### src/rtl/prg_map_pkg.sv
package prg_map_pkg;

    parameter int BANK_W  = 8;
    parameter int PAGE_W  = 13;
    parameter int CPU_AW  = 16;
    parameter int WIDE_MASK_BITS = 5;
    localparam int ADDR_W = BANK_W + PAGE_W;

    typedef enum logic [1:0] {
        PM_FLAT  = 2'd0,
        PM_QIDX  = 2'd1,
        PM_QALT  = 2'd2,
        PM_SPLIT = 2'd3
    } pmode_e;

    typedef struct packed {
        pmode_e             mode;
        logic [BANK_W-1:0]  mask;
        logic [BANK_W-1:0]  offs;
        logic               narrow;
        logic               ext_req;
    } region_t;

    typedef struct packed {
        logic [BANK_W-1:0] bank8;
        logic              chip;
    } bank_sel_t;

    function automatic logic [BANK_W-1:0] merge_bank(
        input logic [BANK_W-1:0] inner,
        input logic [BANK_W-1:0] mask,
        input logic [BANK_W-1:0] offs);
        return (inner & mask) | (offs & ~mask);
    endfunction

    function automatic logic [BANK_W-1:0] ones_mask(input int bits);
        logic [BANK_W-1:0] m;
        for (int i = 0; i < BANK_W; i++) m[i] = (i < bits);
        return m;
    endfunction

endpackage

### src/rtl/prg_mode_decode.sv
module prg_mode_decode
    import prg_map_pkg::*;
(
    input  logic [BANK_W-1:0] cfg_a,
    input  logic [BANK_W-1:0] cfg_b,
    input  logic [BANK_W-1:0] cfg_c,
    output region_t           region
);
    localparam logic [BANK_W-1:0] WIDE_M   = ones_mask(WIDE_MASK_BITS);
    localparam logic [BANK_W-1:0] NARROW_M = ones_mask(WIDE_MASK_BITS - 1);

    always_comb begin
        region.narrow  = cfg_c[2];
        region.ext_req = cfg_c[0];
        region.mask    = cfg_c[2] ? NARROW_M : WIDE_M;
        region.offs    = cfg_b >> 1;
        if (cfg_c[4])
            region.mode = PM_FLAT;
        else if (!cfg_a[1])
            region.mode = PM_QIDX;
        else if (cfg_a[0])
            region.mode = PM_QALT;
        else
            region.mode = PM_SPLIT;
    end
endmodule

### src/rtl/prg_quad_bank.sv
module prg_quad_bank
    import prg_map_pkg::*;
(
    input  logic [1:0]        slot,
    input  logic              swap,
    input  logic [BANK_W-1:0] bank_lo,
    input  logic [BANK_W-1:0] bank_hi,
    input  logic [BANK_W-1:0] mask,
    input  logic [BANK_W-1:0] offs,
    output logic [BANK_W-1:0] bank8
);
    localparam logic [BANK_W-1:0] LAST   = '1;
    localparam logic [BANK_W-1:0] SECOND = {{(BANK_W-1){1'b1}}, 1'b0};

    logic [BANK_W-1:0] inner;

    always_comb begin
        unique case (slot)
            2'd0:    inner = swap ? SECOND : bank_lo;
            2'd1:    inner = bank_hi;
            2'd2:    inner = swap ? bank_lo : SECOND;
            default: inner = LAST;
        endcase
        bank8 = merge_bank(inner, mask, offs);
    end
endmodule

### src/rtl/prg_split_bank.sv
module prg_split_bank
    import prg_map_pkg::*;
(
    input  logic [1:0]        hi_bits,
    input  logic [BANK_W-1:0] ctrl,
    input  logic [BANK_W-1:0] bank,
    input  logic [BANK_W-1:0] mask,
    input  logic [BANK_W-1:0] offs,
    output logic [BANK_W-1:0] bank8,
    output logic              whole32
);
    logic [BANK_W-1:0] m16, o16, inner, b16, b32;

    always_comb begin
        m16     = mask >> 1;
        o16     = offs >> 1;
        whole32 = !ctrl[3];
        if (ctrl[2])
            inner = hi_bits[1] ? '1 : bank;
        else
            inner = hi_bits[1] ? bank : '0;
        b16 = merge_bank(inner, m16, o16);
        b32 = merge_bank(bank, m16, o16) >> 1;
        if (whole32)
            bank8 = {b32[BANK_W-3:0], hi_bits};
        else
            bank8 = {b16[BANK_W-2:0], hi_bits[0]};
    end
endmodule

### src/rtl/prg_window_mapper.sv
module prg_window_mapper
    import prg_map_pkg::*;
(
    input  logic              clk,
    input  logic              rst,
    input  logic [15:0]       cpu_addr,
    input  logic [7:0]        cfg_a,
    input  logic [7:0]        cfg_b,
    input  logic [7:0]        cfg_c,
    input  logic [7:0]        idx_select,
    input  logic [7:0]        idx_bank_lo,
    input  logic [7:0]        idx_bank_hi,
    input  logic [7:0]        alt_ctrl,
    input  logic [7:0]        alt_bank_lo,
    input  logic [7:0]        alt_bank_hi,
    input  logic [7:0]        split_ctrl,
    input  logic [7:0]        split_bank,
    input  logic              gfx_ram_present,
    output logic [20:0]       prg_addr,
    output logic              prg_chip,
    output logic              prg_valid
);
    region_t           region;
    logic [1:0]        slot;
    logic [BANK_W-1:0] quad_lo, quad_hi, quad_bank, split_b8, flat_b8;
    logic              quad_swap, split_whole;
    bank_sel_t         sel;

    assign slot = cpu_addr[PAGE_W+1:PAGE_W];

    prg_mode_decode u_decode (
        .cfg_a  (cfg_a),
        .cfg_b  (cfg_b),
        .cfg_c  (cfg_c),
        .region (region)
    );

    always_comb begin
        if (region.mode == PM_QALT) begin
            quad_lo   = alt_bank_lo;
            quad_hi   = alt_bank_hi;
            quad_swap = alt_ctrl[1];
        end else begin
            quad_lo   = idx_bank_lo;
            quad_hi   = idx_bank_hi;
            quad_swap = idx_select[6];
        end
    end

    prg_quad_bank u_quad (
        .slot    (slot),
        .swap    (quad_swap),
        .bank_lo (quad_lo),
        .bank_hi (quad_hi),
        .mask    (region.mask),
        .offs    (region.offs),
        .bank8   (quad_bank)
    );

    prg_split_bank u_split (
        .hi_bits (slot),
        .ctrl    (split_ctrl),
        .bank    (split_bank),
        .mask    (region.mask),
        .offs    (region.offs),
        .bank8   (split_b8),
        .whole32 (split_whole)
    );

    always_comb begin
        logic [BANK_W-1:0] f16, f32;
        f16 = region.offs >> 1;
        f32 = region.offs >> 2;
        if (region.narrow)
            flat_b8 = {f16[BANK_W-2:0], slot[0]};
        else
            flat_b8 = {f32[BANK_W-3:0], slot};
    end

    always_comb begin
        sel.chip = region.ext_req && gfx_ram_present;
        unique case (region.mode)
            PM_FLAT:  sel.bank8 = flat_b8;
            PM_SPLIT: begin
                sel.bank8 = split_b8;
                if (split_whole) sel.chip = 1'b0;
            end
            default:  sel.bank8 = quad_bank;
        endcase
    end

    always_ff @(posedge clk) begin
        if (rst) begin
            prg_addr  <= '0;
            prg_chip  <= 1'b0;
            prg_valid <= 1'b0;
        end else begin
            prg_addr  <= {sel.bank8, cpu_addr[PAGE_W-1:0]};
            prg_chip  <= sel.chip;
            prg_valid <= cpu_addr[CPU_AW-1];
        end
    end
endmodule

### config.mk
export PLATFORM = sky130hd
export DESIGN_NAME = prg_window_mapper
export DESIGN_NICKNAME = d
export VERILOG_FILES = /design/src/rtl/prg_map_pkg.sv /design/src/rtl/prg_mode_decode.sv /design/src/rtl/prg_quad_bank.sv /design/src/rtl/prg_split_bank.sv /design/src/rtl/prg_window_mapper.sv
export SDC_FILE = /design/constraint.sdc
export NUM_CORES = 1
export LEC_CHECK = 0
export ABC_CLOCK_PERIOD_IN_PS = 2400
export BUFFER_PORTS_ARGS = -buffer_cell sky130_fd_sc_hd__buf_2
export CELL_PAD_IN_SITES_DETAIL_PLACEMENT = 0
export CELL_PAD_IN_SITES_GLOBAL_PLACEMENT = 2
export CORE_MARGIN = 2
export CORE_UTILIZATION = 15
export DETAILED_ROUTE_END_ITERATION = 8
export PLACE_DENSITY = 0.78
export SLEW_MARGIN = 25
export SYNTH_ARGS = -nofsm -noshare
export SYNTH_HDL_FRONTEND = slang
export SYNTH_SLANG_ARGS = --single-unit
### constraint.sdc
create_clock -name clk -period 2.4 [get_ports clk]
set_clock_uncertainty 0.1 [all_clocks]
set_input_delay 0.24 -clock clk [delete_from_list [all_inputs] [get_ports clk]]
set_output_delay 0.24 -clock clk [all_outputs]
set_load 0.01 [all_outputs]
==> impl_metrics.csv, run 1 <==
group,metric,value,unit
routing,remaining_drc_errors,0,
clock_network,clkTransAtPathRegs,0.08,ns
worst_hold_path,hold_depth,2,
clock_network,cts_root_buffer,"clkbuf_8",
sta,min_period_over_period,73.2,%
status,outcome,"complete, no violations",
floorplanning,io-pin-count,130,
placed_design,placed_cell_area,0.00154,mm^2
worst_setup_path,path_class,"input port to register",
synth,synth.top_cell.area_share,41.9,%
floorplanning,die_width,87.8,um
worst_hold_path,hold_end,"prg_valid",
sta,hold_viol,0,
sta,min_period,1.76,ns
sta,fin_setup_tns,0,ns
clock_network,cts_hold_buffers,0,
pwr,cellPowerDensity,526,mW/mm^2
worst_hold_path,hp-class,"input port to register",
synth,yosys.area.top_type,"dfxtp_1",
clock_network,cts-buffers-inserted,3,
worst_setup_path,cp_slowest_cell,"or3b_1",
clock_network,cts_resized,0,
synth,muxShareOfSynthArea,11.1,%
global_route,grt_pass1_wl,4910,um
clock_network,cts_setup_buffers,0,
routing,drt-total-wl,3260,um
clock_network,h-tree-depth,1,
finish,area_delta_synth_final,51.8,%
global_route,grt_overflow,0,
placed_design,place_congestion,0.696,
clock_network,clock-sinks,22,
floorplanning,start_util,15.5,%
worst_setup_path,cp_data_required_time,2.45,ns
finish,final_area,0.00160,mm^2
worst_setup_path,cp_cell_sequence,"buf_2 > a21oi_1 > inv_1 > ha_1 > mux2i_1 > xnor2_1 > or3b_1 > o211a_1",
pwr,total_power,0.840,mW
sta,maxSlewViolCount,0,
synth,synth_edf_count,0,
global_route,grt_pass1_vias,1011,
finish,layout.nets,299,
synth,synth.cell_area,0.00105,mm^2
worst_setup_path,critical-path-max-stage-delay,0.42,ns
synth,ys.flop_type,"dfxtp_1",
global_route,use_met3,1.79,%
synth,yosysSeqAreaShare,41.9,%
synth,yosys-top-cells-count,"dfxtp_1, nor2b_1, mux2i_1",
synth,yosys.area_share.adder,3.57,%
routing,drt-initial-drc-count,25,
sta,fmax,569,MHz
global_route,grt_max_degree,23,
floorplanning,coreArea,0.00679,mm^2
worst_setup_path,crit_path_start_kind,"input port",
pwr,ir_worst_vdd,154,uV
synth,synth_xor_area_share,2.50,%
routing,dr.pass1.iters,4,
worst_setup_path,worstPathArrival,1.80,ns
synth,synthSimpleGateAreaFrac,19.3,%
finish,insertedDiodeCount,0,
finish,drive_gt1_share,47.9,%
clock_network,cts_tree,"yes",
synth,ys_ff_latch,22,
synth,yosysWarnings,0,
synth,syn_avg_cell_area,9.48,um^2
synth,synth_nets,221,
floorplanning,rows,30,
routing,vias_per_cell,3.70,
synth,synth-compound-area-share,16.9,%
global_route,grt.total_usage,8.36,%
worst_setup_path,worst-path-buf-inv,2,
worst_setup_path,cp_max_fo,4,
worst_hold_path,worstHoldStart,"cpu_addr[15]",
synth,synthMostInstantiatedCell,"dfxtp_1",
sta,setup_violations,0,
synth,async_reset_ff_share,0,%
global_route,use_met1,11.0,%
synth,synthCells,111,
routing,num_vias,1051,
synth,synth.area.top_cells,"dfxtp_1, nor2b_1, mux2i_1, mux2_2, ha_1",
sta,rsz0062_at_grt,"no",
worst_setup_path,cp-end-kind,"register",
synth,synth_cell_types,34,
placed_design,port-buffer-count,79,
global_route,grt_antenna_before_repair,0,
global_route,grt-busiest-layer,"met2",
routing,antenna_left,0,
clock_network,cts_max_path_buffers,2,
job,max_cap_violations,0,
floorplanning,die-area,0.00770,mm^2
worst_setup_path,critPathTopFamily,"compound AO/OA/AOI/OAI gates",
global_route,use_met2,13.5,%
pwr,p_leak,0.775,nW
floorplanning,die_h,87.8,um
routing,wl_per_cell,11.5,um
placed_design,dp_hpwl,2660,um
synth,synth_top_family_by_area,"simple AND/OR/NAND/NOR gates",
## routing by layer
layer,part of all wire (%),vias up,routed length (um)
met5,0,-,0
met4,1.3,0,42
met3,9.2,4,300
met2,43,54,1400
met1,47,456,1520
li1,-,537,-
## area by class of cell
class	instances	area (um^2)
flip-flops and latches	22	440
clock buffers	4	55.1
multi-input cells	78	564
fillers	773	5200
inverters	4	15.0
repair buffers	80	403
well taps	96	120
## flip-flops by register name, indices dropped and copies added (netlist names)
register   count
prg_addr      20
prg_valid      1
prg_chip       1
## report_power, final
group / total (mW) / switching (mW) / internal (mW)
logic: 0.186 / 0.0900 / 0.0958
clock network: 0.262 / 0.116 / 0.146
registers: 0.393 / 0.00449 / 0.388
total: 0.840 / 0.210 / 0.630
## placed cells by master, fill, tap and decap left out, types with 2 or more instances in the layout
cell / count
ha_1: 3
buf_2: 79
inv_1: 4
a31oi_1: 2
o21ai_0: 2
mux2_2: 5
clkbuf_8: 4
a21boi_0: 3
a21o_1: 4
mux2i_1: 6
nand3_1: 4
dfxtp_1: 22
a21oi_1: 5
nand2b_1: 2
nor2b_1: 18
nand2_1: 4
nor3_1: 2
xnor2_1: 3
## cell families (layout without fill, tap and decap cells)
logic type	after synthesis	count (layout)
simple gates	35	35
compound gates	25	25
other cells	1	1
fa+ha+maj	3	3
buf+inv	11	88
xor+xnor	3	3
flops	22	22
mux	11	11
## through the flow
stage               hold slack, ns  setup slack [ns]  instances  utilization (%)
floorplan                    0.258             0.607        111                -
global placement             0.350             0.385        280             22.7
detailed placement           0.356             0.359        280             22.7
CTS                         0.0879             0.638        284             23.5
global route                0.0951             0.500        284             23.5
finish                      0.0893             0.643        284             23.5
## worst max path at each step
| stage | from | endpoint | depth (start not counted) |
|---|---|---|---|
| final | cfg_c[4] | prg_addr[14] | 8 |
| after global routing | cfg_c[4] | prg_addr[15] | 8 |
| after CTS | cfg_a[1] | prg_addr[15] | 8 |
| after detailed placement | cfg_a[1] | prg_addr[15] | 8 |
| after global placement | cfg_c[4] | prg_addr[15] | 8 |
| after floorplan | cfg_a[1] | prg_addr[15] | 7 |
(Power assumes the default switching activity.)
==> inputs of run 2 (changes only) <==
Settings changed: ABC_CLOCK_PERIOD_IN_PS 2400 to 1700.
Clock period 2.4 ns to 1.7 ns, I/O delays scaled along.
==> impl_metrics.csv, run 2 (synthesis results as in run 1) <==
group,metric,value,unit
worst_setup_path,cp-end-kind,"register",
finish,drive_gt1_share,53.5,%
routing,vias_per_cell,3.70,
placed_design,place_congestion,0.683,
sta,min_period_over_period,92.7,%
worst_setup_path,path_class,"input port to register",
worst_setup_path,cp_max_fo,3,
global_route,grt_overflow,0,
finish,layout.nets,309,
routing,remaining_drc_errors,0,
floorplanning,rows,30,
pwr,internal_power,0.912,mW
sta,rsz0062_at_grt,"no",
routing,wl_per_cell,11.6,um
sta,finalWorstSetupSlack,0.124,ns
worst_hold_path,hp-class,"input port to register",
floorplanning,io-pin-count,130,
floorplanning,coreArea,0.00679,mm^2
pwr,ir_worst_vdd,215,uV
job,max_cap_violations,0,
sta,maxSlewViolCount,0,
worst_hold_path,worstHoldStart,"cpu_addr[12]",
pwr,combPwrFrac,24.3,%
clock_network,h-tree-depth,1,
floorplanning,die-area,0.00770,mm^2
floorplanning,die_h,87.8,um
routing,dr.pass1.iters,4,
global_route,grt_pass1_wl,4900,um
global_route,grt_pass1_vias,1016,
worst_setup_path,critPathTopFamily,"simple AND/OR/NAND/NOR gates",
worst_setup_path,critical-path-max-stage-delay,0.39,ns
routing,num_vias,1088,
clock_network,cts_tree,"yes",
pwr,switching_share,25.2,%
global_route,grt_antenna_before_repair,0,
routing,drt-initial-drc-count,8,
worst_setup_path,cp-startpoint,"cfg_a[1]",
worst_setup_path,worst-path-buf-inv,2,
floorplanning,die_width,87.8,um
sta,hold_viol,0,
sta,setup_violations,0,
clock_network,clkTransAtPathRegs,0.08,ns
clock_network,cts_hold_buffers,0,
worst_setup_path,cp_cell_sequence,"buf_2 > a21oi_2 > inv_1 > ha_2 > mux2i_2 > xnor2_1 > or3b_4 > o211a_1",
pwr,power_switching,0.307,mW
pwr,seqPwrFrac,45.5,%
sta,fmax,635,MHz
routing,drt-total-wl,3400,um
worst_setup_path,crit_path_start_kind,"input port",
worst_setup_path,worstPathArrival,1.63,ns
finish,top_register,"prg_addr",
finish,largest_reg_flops,20,
placed_design,port-buffer-count,79,
routing,antenna_left,0,
finish,area_delta_synth_final,60.9,%
placed_design,dp_hpwl,2850,um
clock_network,cts_root_buffer,"clkbuf_8",
pwr,total_power,1.22,mW
worst_setup_path,cp_slowest_cell,"or3b_4",
status,outcome,"complete, no violations",
worst_setup_path,cp_data_required_time,1.75,ns
global_route,grt.total_usage,8.32,%
placed_design,dp_cells,289,
finish,insertedDiodeCount,0,
clock_network,cts-buffers-inserted,3,
pwr,pwr-share-clk,30.2,%
finish,stdcell_count,294,
finish,final_cell_mix,"buf_2, dfxtp_1, nor2b_1",
clock_network,clock-sinks,22,
global_route,grt_max_degree,23,
pwr,cellPowerDensity,720,mW/mm^2
clock_network,cts_max_path_buffers,2,
placed_design,dp_slack,-0.232,ns
pwr,p_leak,0.828,nW
finish,top_regs,"prg_addr x20, prg_chip x1, prg_valid x1",
finish,layout_commonest_cell,"buf_2",
sta,min_period,1.58,ns
floorplanning,start_util,15.5,%
==> run 2: changes by cell type in the layout (fill, tap and decap cells not counted), sizes merged <==
cell	before	now
buf	80	90
==> run 2: metrics by stage <==
step / hold slack [ns] / util [%] / TNS (ns) / cell area (um^2)
floorplan: 0.188 / - / 0 / 1050
global placement: 0.279 / 23.7 / -0.639 / 1610
detailed placement: 0.286 / 23.7 / -0.858 / 1610
CTS: 0.0137 / 24.5 / 0 / 1670
global route: 0.0138 / 24.9 / 0 / 1690
finish: 0.0158 / 24.9 / 0 / 1690
==> run 2: path summary, 6_finish.rpt <==
check / to / slack (ns) / cells after the start
worst min-delay path: prg_addr[12] / 0.02 / 2
worst max-delay path: prg_addr[14] / 0.12 / 8
==> run 2: per-layer routing <==
layer / vias up / global-route usage (%) / part of all wire [%]
met3: 2 / 2.07 / 10
li1: 552 / - / -
met4: 0 / 2.52 / 0.56
met5: - / 0 / 0
met1: 473 / 11.0 / 48
met2: 61 / 13.4 / 41
==> run 2: power groups by stage <==
stage	Combinational, mW	Sequential, mW	Clock (mW)
finish	0.296	0.554	0.368
global route	0.329	0.558	0.408
CTS	0.291	0.555	0.384
detailed placement	0.289	0.567	0
global placement	0.290	0.567	0
floorplan	0.117	0.587	0
==> run 2: layout make-up <==
class | instances | area [um^2]
clock buffers | 4 | 55.1
fillers | 740 | 5100
inverters | 4 | 15.0
multi-input cells | 78 | 584
flip-flops and latches | 22 | 440
well taps | 96 | 120
repair buffers | 90 | 478
==> run 2: what timing repair did <==
| item | 4_1_cts | 5_1_grt |
|---|---|---|
| endpoints found under the setup margin | 0 | 4 |
| buffers inserted | 0 | 1 |
| gates resized for setup | 0 | 5 |
| hold endpoints to repair | 0 | 0 |
==> inputs of run 3 (changes only) <==
Settings changed: ABC_CLOCK_PERIOD_IN_PS 1700 to 1410, CORE_UTILIZATION 15 to 13, PLACE_DENSITY 0.78 to 0.72.
Clock period 1.7 ns to 1.41 ns, I/O delays scaled along.
==> impl_metrics.csv, run 3 (synthesis results as in run 1) <==
group,metric,value,unit
worst_setup_path,cp_max_fo,3,
pwr,ir_worst_vdd,490,uV
sta,rsz0062_at_grt,"yes",
finish,area_delta_synth_final,84.5,%
pwr,switching_share,23.6,%
clock_network,cts_tree,"yes",
pwr,pwr-share-clk,35.2,%
pwr,power_switching,0.392,mW
global_route,grt_max_degree,23,
clock_network,clock-sinks,22,
routing,vias_per_cell,3.57,
floorplanning,die_width,94.0,um
finish,insertedDiodeCount,0,
pwr,seqPwrFrac,40.2,%
sta,finalWorstSetupSlack,-0.0620,ns
floorplanning,rows,32,
finish,drive_gt1_share,52.3,%
sta,setup_violations,3,
routing,drt-initial-drc-count,34,
clock_network,clkTransAtPathRegs,0.08,ns
routing,remaining_drc_errors,0,
finish,largest_reg_flops,20,
floorplanning,start_util,13.5,%
global_route,grt_pass1_vias,1095,
pwr,internal_power,1.27,mW
placed_design,dp_slack,-0.437,ns
pwr,combPwrFrac,24.6,%
global_route,grt_pass1_wl,5290,um
worst_setup_path,worstPathArrival,1.53,ns
clock_network,cts-buffers-inserted,3,
pwr,cellPowerDensity,858,mW/mm^2
worst_setup_path,cp-startpoint,"cfg_a[0]",
finish,layout.nets,325,
worst_setup_path,cp_cell_sequence,"buf_8 > a21oi_4 > inv_2 > ha_4 > mux2i_2 > xnor2_1 > or3b_4 > o221a_4",
routing,num_vias,1129,
finish,top_regs,"prg_addr x20, prg_chip x1, prg_valid x1",
clock_network,h-tree-depth,1,
status,outcome,"complete, but fails checks",
worst_setup_path,cp_slowest_cell,"or3b_4",
routing,drt-total-wl,3730,um
clock_network,cts_max_path_buffers,2,
job,max_cap_violations,0,
worst_setup_path,cp_data_required_time,1.47,ns
floorplanning,coreArea,0.00777,mm^2
placed_design,place_congestion,0.733,
finish,layout_commonest_cell,"buf_2",
floorplanning,die_h,94.0,um
global_route,grt_overflow,0,
worst_setup_path,crit_path_start_kind,"input port",
worst_hold_path,hp-class,"input port to register",
worst_setup_path,critical-path-max-stage-delay,0.40,ns
sta,fmax,679,MHz
placed_design,dp_hpwl,3030,um
sta,holdWs,0.00518,ns
status,violations,"negative setup slack",
clock_network,cts_root_buffer,"clkbuf_8",
pwr,total_power,1.67,mW
routing,wl_per_cell,11.8,um
worst_setup_path,crit_path_end,"prg_addr[15]",
global_route,grt.total_usage,7.80,%
floorplanning,die-area,0.00883,mm^2
sta,min_period_over_period,104,%
pwr,p_leak,0.924,nW
sta,min_period,1.47,ns
finish,final_cell_mix,"buf_2, dfxtp_1, nor2b_1",
floorplanning,io-pin-count,130,
sta,maxSlewViolCount,0,
worst_setup_path,path_class,"input port to register",
placed_design,port-buffer-count,79,
worst_setup_path,cp-end-kind,"register",
routing,antenna_left,0,
finish,final_core_util,25.0,%
finish,top_register,"prg_addr",
worst_hold_path,hold_depth,2,
global_route,grt_antenna_before_repair,0,
sta,hold_viol,0,
routing,dr.pass1.iters,2,
[run 3: repair_timing]
item                       4_1_cts  5_1_grt
hold buffers                    14        0
buffers inserted                 2        0
setup endpoints to repair        4        5
gates resized for setup          7        6
hold endpoints to repair        14        0
pin swaps                        6        2
[run 3: final cells by class]
type | instances | area [um^2]
well taps | 102 | 128
multi-input cells | 78 | 632
repair buffers | 106 | 656
clock inverters | 1 | 30.0
fillers | 866 | 5830
clock buffers | 3 | 41.3
flip-flops and latches | 22 | 440
inverters | 4 | 15.0
[run 3: power groups by stage]
stage | sequential, mW | clock (mW) | combinational (mW)
after detailed placement | 0.685 | 0 | 0.354
after floorplan | 0.707 | 0 | 0.145
final | 0.669 | 0.587 | 0.410
after CTS | 0.670 | 0.607 | 0.405
after global routing | 0.674 | 0.642 | 0.450
after global placement | 0.683 | 0 | 0.353
[run 3: worst min path at each step]
| stage | slack, ns | start | end |
|---|---|---|---|
| 2_1_floorplan | 0.16 | gfx_ram_present | prg_chip |
| 3_3_place_gp | 0.25 | cpu_addr[10] | prg_addr[10] |
| 3_5_place_dp | 0.25 | cfg_b[7] | prg_addr[19] |
| 4_1_cts | 0.0004 | cfg_c[0] | prg_chip |
| 5_1_grt | 0.003 | cpu_addr[6] | prg_addr[6] |
| 6_report | 0.005 | cpu_addr[12] | prg_addr[12] |
[run 3: routing by layer]
metal  global-route usage (%)  share of wire (%)  vias to the layer above  wire length (um)
li1                         -                  -                      584                 -
met1                     10.0                 46                      493              1710
met2                     13.3                 47                       50              1750
met3                     1.69                7.1                        2               266
met4                     1.81               0.21                        0                 8
met5                        0                  0                        -                 0
[run 3: through the flow]
stage / instance area [um^2] / instances / setup TNS [ns]
floorplan: 1070 / 111 / -0.547
global placement: 1650 / 296 / -1.64
detailed placement: 1650 / 296 / -1.84
CTS: 1910 / 316 / -0.163
global route: 1940 / 316 / -0.336
finish: 1940 / 316 / -0.160
[run 3: critical path, delay by kind of cell]
family                   cells  cell delay [ns]
AND/OR/NAND/NOR              1             0.40
AO/OA/AOI/OAI                2             0.38
buffers and inverters        2             0.17
adder cells (fa/ha/maj)      1             0.16
multiplexers                 1             0.14
XOR/XNOR                     1             0.14
